$ cat src/rtl/useq_pkg.sv
package useq_pkg;
   localparam int RD_W  = 4;
   localparam int WR_W  = 4;
   localparam int AD_W  = 3;
   localparam int INC_W = 2;
   localparam int CW_W  = 16;

   localparam logic [RD_W-1:0] RD_IDLE = 4'd0;
   localparam logic [RD_W-1:0] RD_ACC  = 4'd1;
   localparam logic [RD_W-1:0] RD_PB0  = 4'd6;
   localparam logic [RD_W-1:0] RD_PB1  = 4'd7;
   localparam logic [RD_W-1:0] RD_PCL  = 4'd8;
   localparam logic [RD_W-1:0] RD_PCH  = 4'd9;

   localparam logic [WR_W-1:0] WR_IDLE = 4'd0;
   localparam logic [WR_W-1:0] WR_PTRL = 4'd11;
   localparam logic [WR_W-1:0] WR_MEM  = 4'd15;

   localparam logic [AD_W-1:0] AD_PTR  = 3'd0;
   localparam logic [AD_W-1:0] AD_PC   = 3'd1;
   localparam logic [AD_W-1:0] AD_STK  = 3'd2;
   localparam logic [AD_W-1:0] AD_ZPG  = 3'd3;
   localparam logic [AD_W-1:0] AD_TOP  = 3'd4;

   localparam logic [INC_W-1:0] INC_NONE = 2'd0;
   localparam logic [INC_W-1:0] INC_PC   = 2'd1;
   localparam logic [INC_W-1:0] INC_PTRL = 2'd2;
   localparam logic [INC_W-1:0] INC_STK  = 2'd3;

   typedef struct packed {
      logic [RD_W-1:0]  rd;
      logic [WR_W-1:0]  wr;
      logic [AD_W-1:0]  ad;
      logic [INC_W-1:0] inc;
      logic             irld;
      logic             dphld;
      logic             fin;
   } ctrl_t;

   function automatic ctrl_t mk(input logic [RD_W-1:0] r, input logic [WR_W-1:0] w,
                                input logic [AD_W-1:0] a, input logic [INC_W-1:0] i,
                                input logic il, input logic dl, input logic f);
      ctrl_t c;
      c.rd = r; c.wr = w; c.ad = a; c.inc = i;
      c.irld = il; c.dphld = dl; c.fin = f;
      return c;
   endfunction
endpackage

$ cat src/rtl/useq_state.sv
module useq_state #(
   parameter int STEP_W = 3,
   parameter int OP_W   = 8
) (
   input  logic              clk,
   input  logic              rst_n,
   input  logic              fin,
   input  logic              irld,
   input  logic              int_req,
   input  logic [OP_W-1:0]   dbus_in,
   input  logic [OP_W-1:0]   wbus_in,
   output logic [STEP_W-1:0] q,
   output logic              int_q,
   output logic [OP_W-1:0]   ir,
   output logic              entry
);
   assign entry = int_q && (q == '0);

   always_ff @(posedge clk) begin
      if (!rst_n) begin
         q     <= '0;
         int_q <= 1'b1;
         ir    <= '0;
      end else begin
         if (fin) begin
            q     <= '0;
            int_q <= int_req;
         end else begin
            q <= q + 1'b1;
         end
         if (irld) ir <= entry ? wbus_in : dbus_in;
      end
   end

   assert_final_resets_step_R3: assert property (@(posedge clk) disable iff (!rst_n)
      fin |=> (q == '0));
   assert_step_advances_R3: assert property (@(posedge clk) disable iff (!rst_n)
      !fin |=> (q == $past(q) + 1'b1));
   assert_ir_from_wbus_R4: assert property (@(posedge clk) disable iff (!rst_n)
      (irld && int_q && q == '0) |=> (ir == $past(wbus_in)));
   assert_ir_holds_R4: assert property (@(posedge clk) disable iff (!rst_n)
      !irld |=> $stable(ir));
endmodule

$ cat src/rtl/useq_store.sv
module useq_store
   import useq_pkg::*;
#(
   parameter int STEP_W = 3,
   parameter int OP_W   = 8
) (
   input  logic              int_flag,
   input  logic [OP_W-1:0]   op,
   input  logic [STEP_W-1:0] q,
   output ctrl_t             cw
);
   localparam int ADDR_W = 1 + OP_W + STEP_W;

   logic [ADDR_W-1:0] addr;
   assign addr = {int_flag, op, q};

   ctrl_t fetch;
   assign fetch = mk(RD_IDLE, WR_IDLE, AD_PC, INC_PC, 1'b1, 1'b0, 1'b1);

   always_comb begin
      cw = fetch;
      if (addr[ADDR_W-1]) begin
         case (int'(addr[STEP_W-1:0]))
            0: cw = mk(RD_PCH, WR_MEM, AD_STK, INC_STK, 1'b1, 1'b0, 1'b0);
            1: cw = mk(RD_PCL, WR_MEM, AD_STK, INC_STK, 1'b0, 1'b0, 1'b0);
            2: cw = mk(RD_PB0, WR_MEM, AD_STK, INC_STK, 1'b0, 1'b0, 1'b0);
            3: cw = mk(RD_IDLE, WR_PTRL, AD_TOP, INC_PTRL, 1'b0, 1'b0, 1'b0);
            4: cw = mk(RD_IDLE, WR_IDLE, AD_TOP, INC_NONE, 1'b0, 1'b1, 1'b0);
            5: cw = mk(RD_IDLE, WR_IDLE, AD_PTR, INC_PC, 1'b1, 1'b0, 1'b1);
            default: cw = fetch;
         endcase
      end else begin
         case (addr[STEP_W +: OP_W])
            OP_W'(8'hEA): if (int'(addr[STEP_W-1:0]) == 0)
               cw = mk(RD_IDLE, WR_IDLE, AD_PC, INC_NONE, 1'b0, 1'b0, 1'b0);
            OP_W'(8'h4C): case (int'(addr[STEP_W-1:0]))
               0: cw = mk(RD_IDLE, WR_PTRL, AD_PC, INC_PC, 1'b0, 1'b0, 1'b0);
               1: cw = mk(RD_IDLE, WR_IDLE, AD_PC, INC_NONE, 1'b0, 1'b1, 1'b0);
               default: cw = mk(RD_IDLE, WR_IDLE, AD_PTR, INC_PC, 1'b1, 1'b0, 1'b1);
            endcase
            OP_W'(8'h08): case (int'(addr[STEP_W-1:0]))
               0: cw = mk(RD_IDLE, WR_IDLE, AD_PC, INC_NONE, 1'b0, 1'b0, 1'b0);
               1: cw = mk(RD_PB1, WR_MEM, AD_STK, INC_STK, 1'b0, 1'b0, 1'b0);
               default: cw = fetch;
            endcase
            OP_W'(8'h85): case (int'(addr[STEP_W-1:0]))
               0: cw = mk(RD_IDLE, WR_PTRL, AD_PC, INC_PC, 1'b0, 1'b0, 1'b0);
               1: cw = mk(RD_ACC, WR_MEM, AD_ZPG, INC_NONE, 1'b0, 1'b0, 1'b0);
               default: cw = fetch;
            endcase
            default: cw = fetch;
         endcase
      end
   end
endmodule

$ cat src/rtl/useq_onehot.sv
module useq_onehot #(
   parameter int SEL_W = 4,
   parameter int FIRST = 0,
   parameter int N     = 16
) (
   input  logic [SEL_W-1:0] sel,
   output logic [N-1:0]     lines
);
   if (FIRST + N > (1 << SEL_W)) begin : g_bad_range
      $error("useq_onehot: line range exceeds select code space");
   end

   for (genvar i = 0; i < N; i++) begin : g_line
      assign lines[i] = (sel == SEL_W'(FIRST + i));
   end
endmodule

$ cat src/rtl/ucode_sequencer.sv
module ucode_sequencer
   import useq_pkg::*;
#(
   parameter int STEP_W = 3,
   parameter int OP_W   = 8,
   parameter int AD_N   = 6
) (
   input  logic              clk,
   input  logic              rst_n,
   input  logic              int_req,
   input  logic [OP_W-1:0]   dbus_in,
   input  logic [OP_W-1:0]   wbus_in,
   input  logic              bus_en,
   output logic [STEP_W-1:0] step_q,
   output logic              int_active,
   output logic [OP_W-1:0]   opcode_out,
   output logic [15:0]       rd_oh,
   output logic [14:0]       wr_oh,
   output logic              mem_wr,
   output logic              db_drive,
   output logic [AD_N-1:0]   ad_oh,
   output logic [2:0]        inc_oh,
   output logic              ir_ld,
   output logic              dph_ld,
   output logic              step_last
);
   localparam int RD_N  = 1 << RD_W;
   localparam int WR_N  = (1 << WR_W) - 1;
   localparam int INC_N = (1 << INC_W) - 1;

   if (STEP_W < 3) begin : g_bad_step
      $error("ucode_sequencer: STEP_W must hold the 6-step interrupt sequence");
   end
   if (OP_W < 8) begin : g_bad_op
      $error("ucode_sequencer: OP_W must hold 8-bit opcodes");
   end
   if (AD_N > (1 << AD_W) || AD_N < 6) begin : g_bad_ad
      $error("ucode_sequencer: AD_N out of range");
   end
   if ($bits(ctrl_t) != CW_W) begin : g_bad_cw
      $error("ucode_sequencer: control word width mismatch");
   end

   ctrl_t           cw;
   logic [OP_W-1:0] ir;
   logic            entry;

   useq_state #(.STEP_W(STEP_W), .OP_W(OP_W)) u_state (
      .clk(clk), .rst_n(rst_n), .fin(cw.fin), .irld(cw.irld), .int_req(int_req),
      .dbus_in(dbus_in), .wbus_in(wbus_in), .q(step_q), .int_q(int_active),
      .ir(ir), .entry(entry)
   );

   assign opcode_out = entry ? '0 : ir;

   useq_store #(.STEP_W(STEP_W), .OP_W(OP_W)) u_store (
      .int_flag(int_active), .op(opcode_out), .q(step_q), .cw(cw)
   );

   useq_onehot #(.SEL_W(RD_W), .FIRST(0), .N(RD_N)) u_rd (.sel(cw.rd), .lines(rd_oh));
   useq_onehot #(.SEL_W(WR_W), .FIRST(0), .N(WR_N)) u_wr (.sel(cw.wr), .lines(wr_oh));
   useq_onehot #(.SEL_W(AD_W), .FIRST(0), .N(AD_N)) u_ad (.sel(cw.ad), .lines(ad_oh));
   useq_onehot #(.SEL_W(INC_W), .FIRST(1), .N(INC_N)) u_inc (.sel(cw.inc), .lines(inc_oh));

   assign mem_wr    = (cw.wr == WR_MEM);
   assign db_drive  = mem_wr && bus_en;
   assign ir_ld     = cw.irld;
   assign dph_ld    = cw.dphld;
   assign step_last = cw.fin;

   assert_int_entry_zero_R2: assert property (@(posedge clk) disable iff (!rst_n)
      (step_last && int_req) |=> (opcode_out == '0));
   assert_rd_onehot_R5: assert property (@(posedge clk) disable iff (!rst_n)
      $countones(rd_oh) == 1);
   assert_mem_excl_R6: assert property (@(posedge clk) disable iff (!rst_n)
      mem_wr |-> (wr_oh == '0));
   assert_wr_covered_R6: assert property (@(posedge clk) disable iff (!rst_n)
      !mem_wr |-> ($countones(wr_oh) == 1));
   assert_drive_gate_R7: assert property (@(posedge clk) disable iff (!rst_n)
      db_drive |-> (mem_wr && bus_en));
   assert_ad_onehot_R8: assert property (@(posedge clk) disable iff (!rst_n)
      $onehot0(ad_oh) && $onehot0(inc_oh));
endmodule

$ cat config.mk
export PLATFORM = sky130hd
export DESIGN_NAME = ucode_sequencer
export DESIGN_NICKNAME = d
export VERILOG_FILES = /design/src/rtl/useq_pkg.sv /design/src/rtl/useq_state.sv /design/src/rtl/useq_store.sv /design/src/rtl/useq_onehot.sv /design/src/rtl/ucode_sequencer.sv
export SDC_FILE = /design/constraint.sdc
export NUM_CORES = 1
export LEC_CHECK = 0
export ABC_AREA = 1
export BUFFER_PORTS_ARGS = -buffer_cell sky130_fd_sc_hd__buf_2
export CORE_ASPECT_RATIO = 0.8
export CORE_MARGIN = 1.5
export CORE_UTILIZATION = 30
export DETAILED_ROUTE_END_ITERATION = 8
export RECOVER_POWER = 100
export SYNTH_ARGS = -nofsm -noshare
export SYNTH_HDL_FRONTEND = slang
export SYNTH_SLANG_ARGS = --single-unit
$ cat constraint.sdc
create_clock -name clk -period 3.9 [get_ports clk]
set_input_delay 0.78 -clock clk [delete_from_list [all_inputs] [get_ports clk]]
set_output_delay 0.78 -clock clk [all_outputs]
set_load 0.05 [all_outputs]
[Word level (Yosys, flattened, before mapping)]
Index checks and enable logic that the tools add are counted.
W data, S select, Z words.
Cells by class
  $add $sub $neg: 1
  $mul: 0
  div/mod/pow operators: 0
  $lt $le $gt $ge: 0
  equal/unequal tests: 47
  shift-type cells: 0
  multiplexer cells: 9
  bitwise logic cells: 1
  reductions and logical operators: 8
Operator list (number)
  $pmux W16 S6: 1
  $eq A4 B4 Y1 const B: 16
  $pmux W16 S4: 1
  $eq A4 B3 Y1 const B: 8
  $pmux W15 S2: 1
  $pmux W13 S2: 1
  $pmux W12 S2: 1
  $eq A4 B2 Y1 const B: 4
  $eq A8 B8 Y1 const B: 2
  $mux W16: 1
  $mux W8: 2
  $eq A3 B2 Y1 const B: 4
  $eq A3 B3 Y1 const B: 4
  $logic_not A3 Y1: 3
  $eq A4 B1 Y1 const B: 2
  $eq A8 B4 Y1 const B: 1
  $eq A8 B7 Y1 const B: 1
  $logic_not A4 Y1: 2
  $eq A3 B1 Y1 const B: 2
  $eq A2 B2 Y1 const B: 2
  $mux W4: 1
  $add A3 B1 Y3 const B: 1
  $eq A2 B1 Y1 const B: 1
  $logic_and A1 B1 Y1: 2
  2 further kinds: 2
Storage, ports and cells
  flip-flop bits (word level): 12
  bits in latches: 0
  RAM bits: 0
  memory bits (read-only): 0
  input port bits: 20
  output and inout bits: 57
  logic and storage cells: 69
  memories: 0

[Longest topological paths before layout]
  depth after elaboration: 8
  gate-level depth with buffers: 16
  mapped depth without buffers: 15

[Cells and area by module]
From an unflattened synthesis, not the netlist that was laid out.
Unflattened totals
  cells, all modules: 300
  area, all modules: 1549.0 um2
Modules (own cells, without submodules)
  useq_state: times used 1, cells each 90, area an instance 628.1 um2, seq. area each 240.2 um2
  useq_store: times used 1, cells each 115, area an instance 548.0 um2, seq. area each 0.0 um2
  useq_onehot at u_rd: times used 1, cells each 28, area an instance 105.1 um2, seq. area each 0.0 um2
  useq_onehot at u_wr: times used 1, cells each 27, area an instance 101.3 um2, seq. area each 0.0 um2
  ucode_sequencer: times used 1, cells each 22, area an instance 96.3 um2, seq. area each 0.0 um2
  useq_onehot at u_ad: times used 1, cells each 12, area an instance 47.5 um2, seq. area each 0.0 um2
  useq_onehot at u_inc: times used 1, cells each 6, area an instance 22.5 um2, seq. area each 0.0 um2

[Worst setup path after synthesis]
No wires, ideal clock.
  path type: reg-to-output
  start point: register u_state.q[0]
  end point: output ad_oh[3]
  arrival: 3324 ps
  data required time: 3120 ps
  path slack: -204 ps
  cell stages (with the launch flop): 13
  cells stage by stage: dfxtp_1 inv_1 ha_1 nand3_4 buf_8 nand2_2 inv_2 nand3_2 nand2_1 a31oi_4 nand3_2 inv_1 nor2_1
On the way
  cells in the longest elaborated chain, start to end: 7
  elaborated cells on any way between the ends: 19
Ends and longest elaborated chain
  from (decl): line useq_state.sv:12  | output logic [STEP_W-1:0] q,
  from (signal assigned): line useq_state.sv:29  | q <= q + 1'b1;
  $logic_not A3 Y1 *: line useq_state.sv:17  | assign entry = int_q && (q == '0);
  $logic_and A1 B1 Y1 *: line useq_state.sv:17
  $mux W8 *: line ucode_sequencer.sv:54  | assign opcode_out = entry ? '0 : ir;
  net opcode_out[7]: line ucode_sequencer.sv:16  | output logic [OP_W-1:0] opcode_out,
  $eq A8 B8 Y1 (tied with other cells): line useq_store.sv:33  | case (addr[STEP_W +: OP_W])
  $pmux W16 S4 *: line useq_store.sv:33
  $mux W16 *: line useq_store.sv:22  | if (addr[ADDR_W-1]) begin
  $eq A3 B2 Y1 *: line useq_onehot.sv:14  | assign lines[i] = (sel == SEL_W'(FIRST + i));
  to (decl): line ucode_sequencer.sv:21  | output logic [AD_N-1:0] ad_oh,
Mark *: on every way through the listed nets, which the timed path passes. The rest lies on a longest branch.

[Worst setup path in the final report]
  start point: register u_state.q[0]
  end point: output rd_oh[0]
On the way
  cells in the longest elaborated chain, start to end: 7
  elaborated cells on any way between the ends: 18
Ends and longest elaborated chain
  $logic_not A3 Y1
  $logic_and A1 B1 Y1: line useq_state.sv:17
  $mux W8: line ucode_sequencer.sv:54
  $eq A8 B8 Y1 (tied with other cells): line useq_store.sv:33
  $pmux W16 S4: line useq_store.sv:33
  $mux W16 *: line useq_store.sv:22
  $logic_not A4 Y1 *: line useq_onehot.sv:14
  to (decl): line ucode_sequencer.sv:17  | output logic [15:0] rd_oh,
Every way passes the cells marked *; elsewhere a longest branch is shown, timed or not.

==> results.toml <==
[cts]
htreeDepth = 1
clk_pin_slew_worst_paths_ns = 0.05
cts_tree = "done"
root_buffer = "clkbuf_8"
clk_path_buf_depth = 2
cts_setup_buffers = 0
cts_hold_buf = 0
post_cts_resized = 0
clkLatencyLatePin_ns = 0.24
cts.sinks = 12
cts_inserted_buffers = 3

[routing]
drc_errors = 0
drt_iter0_markers = 106
post_drt_wl_per_cell_um = 9.79
vias = 1631
wl_mm = 3.71
dr.pass1.iters = 4
drtAntennaViolNets = 0
viasPerCell = 4.30

[layout]
layout_commonest_cell = "nand2_1"
drive_gt1_frac = 0.199
antenna_cells = 0
layout.nets = 344
final_cell_mix = "nand2_1, nor2_1, inv_1"
multiInputGateArea_sq_um = 986
n_fill_cell = 580
syn_to_final_growth_pct = 14.9
regArea_sq_um = 240

[setup_path]
crit_slowest_cell = "dfxtp_1"
slowest_delay_ns = 0.42
worstSetupPathType = "flip-flop to output pin"
cp-end-kind = "output pin"
start_kind = "flip-flop"
cp_max_fo = 24
crit_arrival_ns = 2.78
regToRegSetupSlack_ns = 1.36
worstPathRequired_ns = 3.12
crit_path_cell_trace = "inv_1 -> ha_1 -> nand3_4 -> o21ai_0 -> nand2_2 -> inv_2 -> nand2_1 -> nand2_1 -> a31oi_4 -> nand3_2 -> inv_1 -> clkbuf_2"

[timing]
timing.final.crit_share = 0.913
fin_skew_ns = 0.00313
period_minus_slack_ns = 3.56
setup_slack_ns = 0.339
max_freq_mhz = 281
setup_viol = 0
max-slew-margin-rel = 0.575
worst_pin_slew_ns = 0.640
rsz0062_at_grt = "no"
slew_viol_final = 0
hold_violations = 0

[die]
start_util = 0.308
dieHeight_um = 66.8
dieWidth_um = 82.8
io_pins = 77
fp-row-count = 23
die_area_sq_um = 5530
core_sq_um = 4950

[placed_design]
dpl.hpwl_mm = 3.08
port_buffers = 54
place_ws_ns = 0.679
place.gp.congestion = 0.921

[synth]
yosys_warnings = 0
synthCells = 266
synth.distinct_cells = 31
ys_ff_latch = 12
syn_area_sq_um = 1530
avgSynthCellArea_sq_um = 5.74
synth_seq_area_share = 0.157

[global_routing]
grt_pass1_wl_mm = 6.03
grt_max_degree = 25
grt_util_all_layers = 0.139
grt-ovfl-total = 0
grt_pass1_vias = 1375
antenna_found_initial = 0

[worst_hold_path]
hp-class = "flip-flop to flip-flop"

[flow_run]
drv_cap = 0

[status]
status = "finished clean"
[worst max-delay path, delay by kind of cell, from the launching register on]
kind	cells	cell delay [ns]
AOI/OAI and AO/OA	2	0.51
adders and majority gates	1	0.27
buffers and inverters	4	0.55
DFF	1	0.42
and+or+nand+nor	5	0.77
[registers in the layout, summed over array words and instances, names as in the netlist]
signal,flops
u_state.ir,8
u_state.int_q,1
u_state.q,3
[through the flow]
| step | hold slack [ns] | area [sq um] | setup TNS [ns] | cells | util |
|---|---|---|---|---|---|
| after detailed placement | 0.506 | 1740 | 0 | 376 | 0.352 |
| final | 0.511 | 1750 | 0 | 379 | 0.354 |
| after floorplan | 0.555 | 1610 | -0.408 | 287 | - |
| after CTS | 0.517 | 1780 | 0 | 379 | 0.360 |
| after global routing | 0.552 | 1750 | 0 | 379 | 0.354 |
| after global placement | 0.486 | 1740 | 0 | 376 | 0.352 |
[synthesized netlist by cell type]
cell type	count	area share
o22ai_1	1	0.0041
or2_2	1	0.0041
nor3_1	3	0.0098
nand3_2	3	0.020
nor4_1	1	0.0041
ha_1	5	0.041
nand4_1	2	0.0082
conb_1	1	0.0025
inv_1	33	0.081
inv_2	5	0.012
clkinv_1	2	0.0049
buf_6	1	0.0074
nor2_1	36	0.089
a21oi_1	12	0.039
o21ai_2	2	0.011
nand3_1	21	0.069
dfxtp_1	12	0.16
o21ai_0	2	0.0066
o2111ai_1	1	0.0057
nand2_1	79	0.19
buf_4	25	0.12
nor2_2	3	0.012
o21ai_1	1	0.0033
nor2_4	1	0.0074
buf_8	1	0.0098
clkbuf_1	1	0.0025
a31oi_4	1	0.014
o211ai_1	2	0.0098
nand2_4	2	0.015
nand3_4	1	0.011
nand2_2	5	0.020
[cell type report]
class | count | share of cell area
clock buffer | 3 | 0.0235
inverter | 40 | 0.0856
multi-input combinational | 207 | 0.562
sequential | 12 | 0.137
tap | 62 | 0.0442
timing repair buffer | 55 | 0.148
[cells by family after synthesis]
family,share of synthesized area
AO/OA/AOI/OAI,0.0943
other,0.00246
AND/OR/NAND/NOR,0.464
adder cells (fa/ha/maj),0.0410
flip-flops,0.157
buffers and inverters,0.241
[routing by layer]
layer | vias to the layer above | part of all wire | global-route usage
met5 | - | 0 | 0
met3 | 2 | 0.054 | 0.0274
met2 | 39 | 0.42 | 0.201
met1 | 711 | 0.52 | 0.212
met4 | 0 | 0.0048 | 0.0250
li1 | 879 | - | -
[final timing paths]
check | to | cells after the start | from
setup / recovery | rd_oh[0] | 12 | u_state.q[0]
hold / removal | u_state.q[0] | 1 | u_state.q[0]
setup reg to reg | u_state.ir[3] | 14 | u_state.q[0]
hold reg to reg | u_state.q[0] | 1 | u_state.q[0]
Power is not shown: default switching activity piles up to over one toggle a cycle in this logic, so the estimate is an artifact.
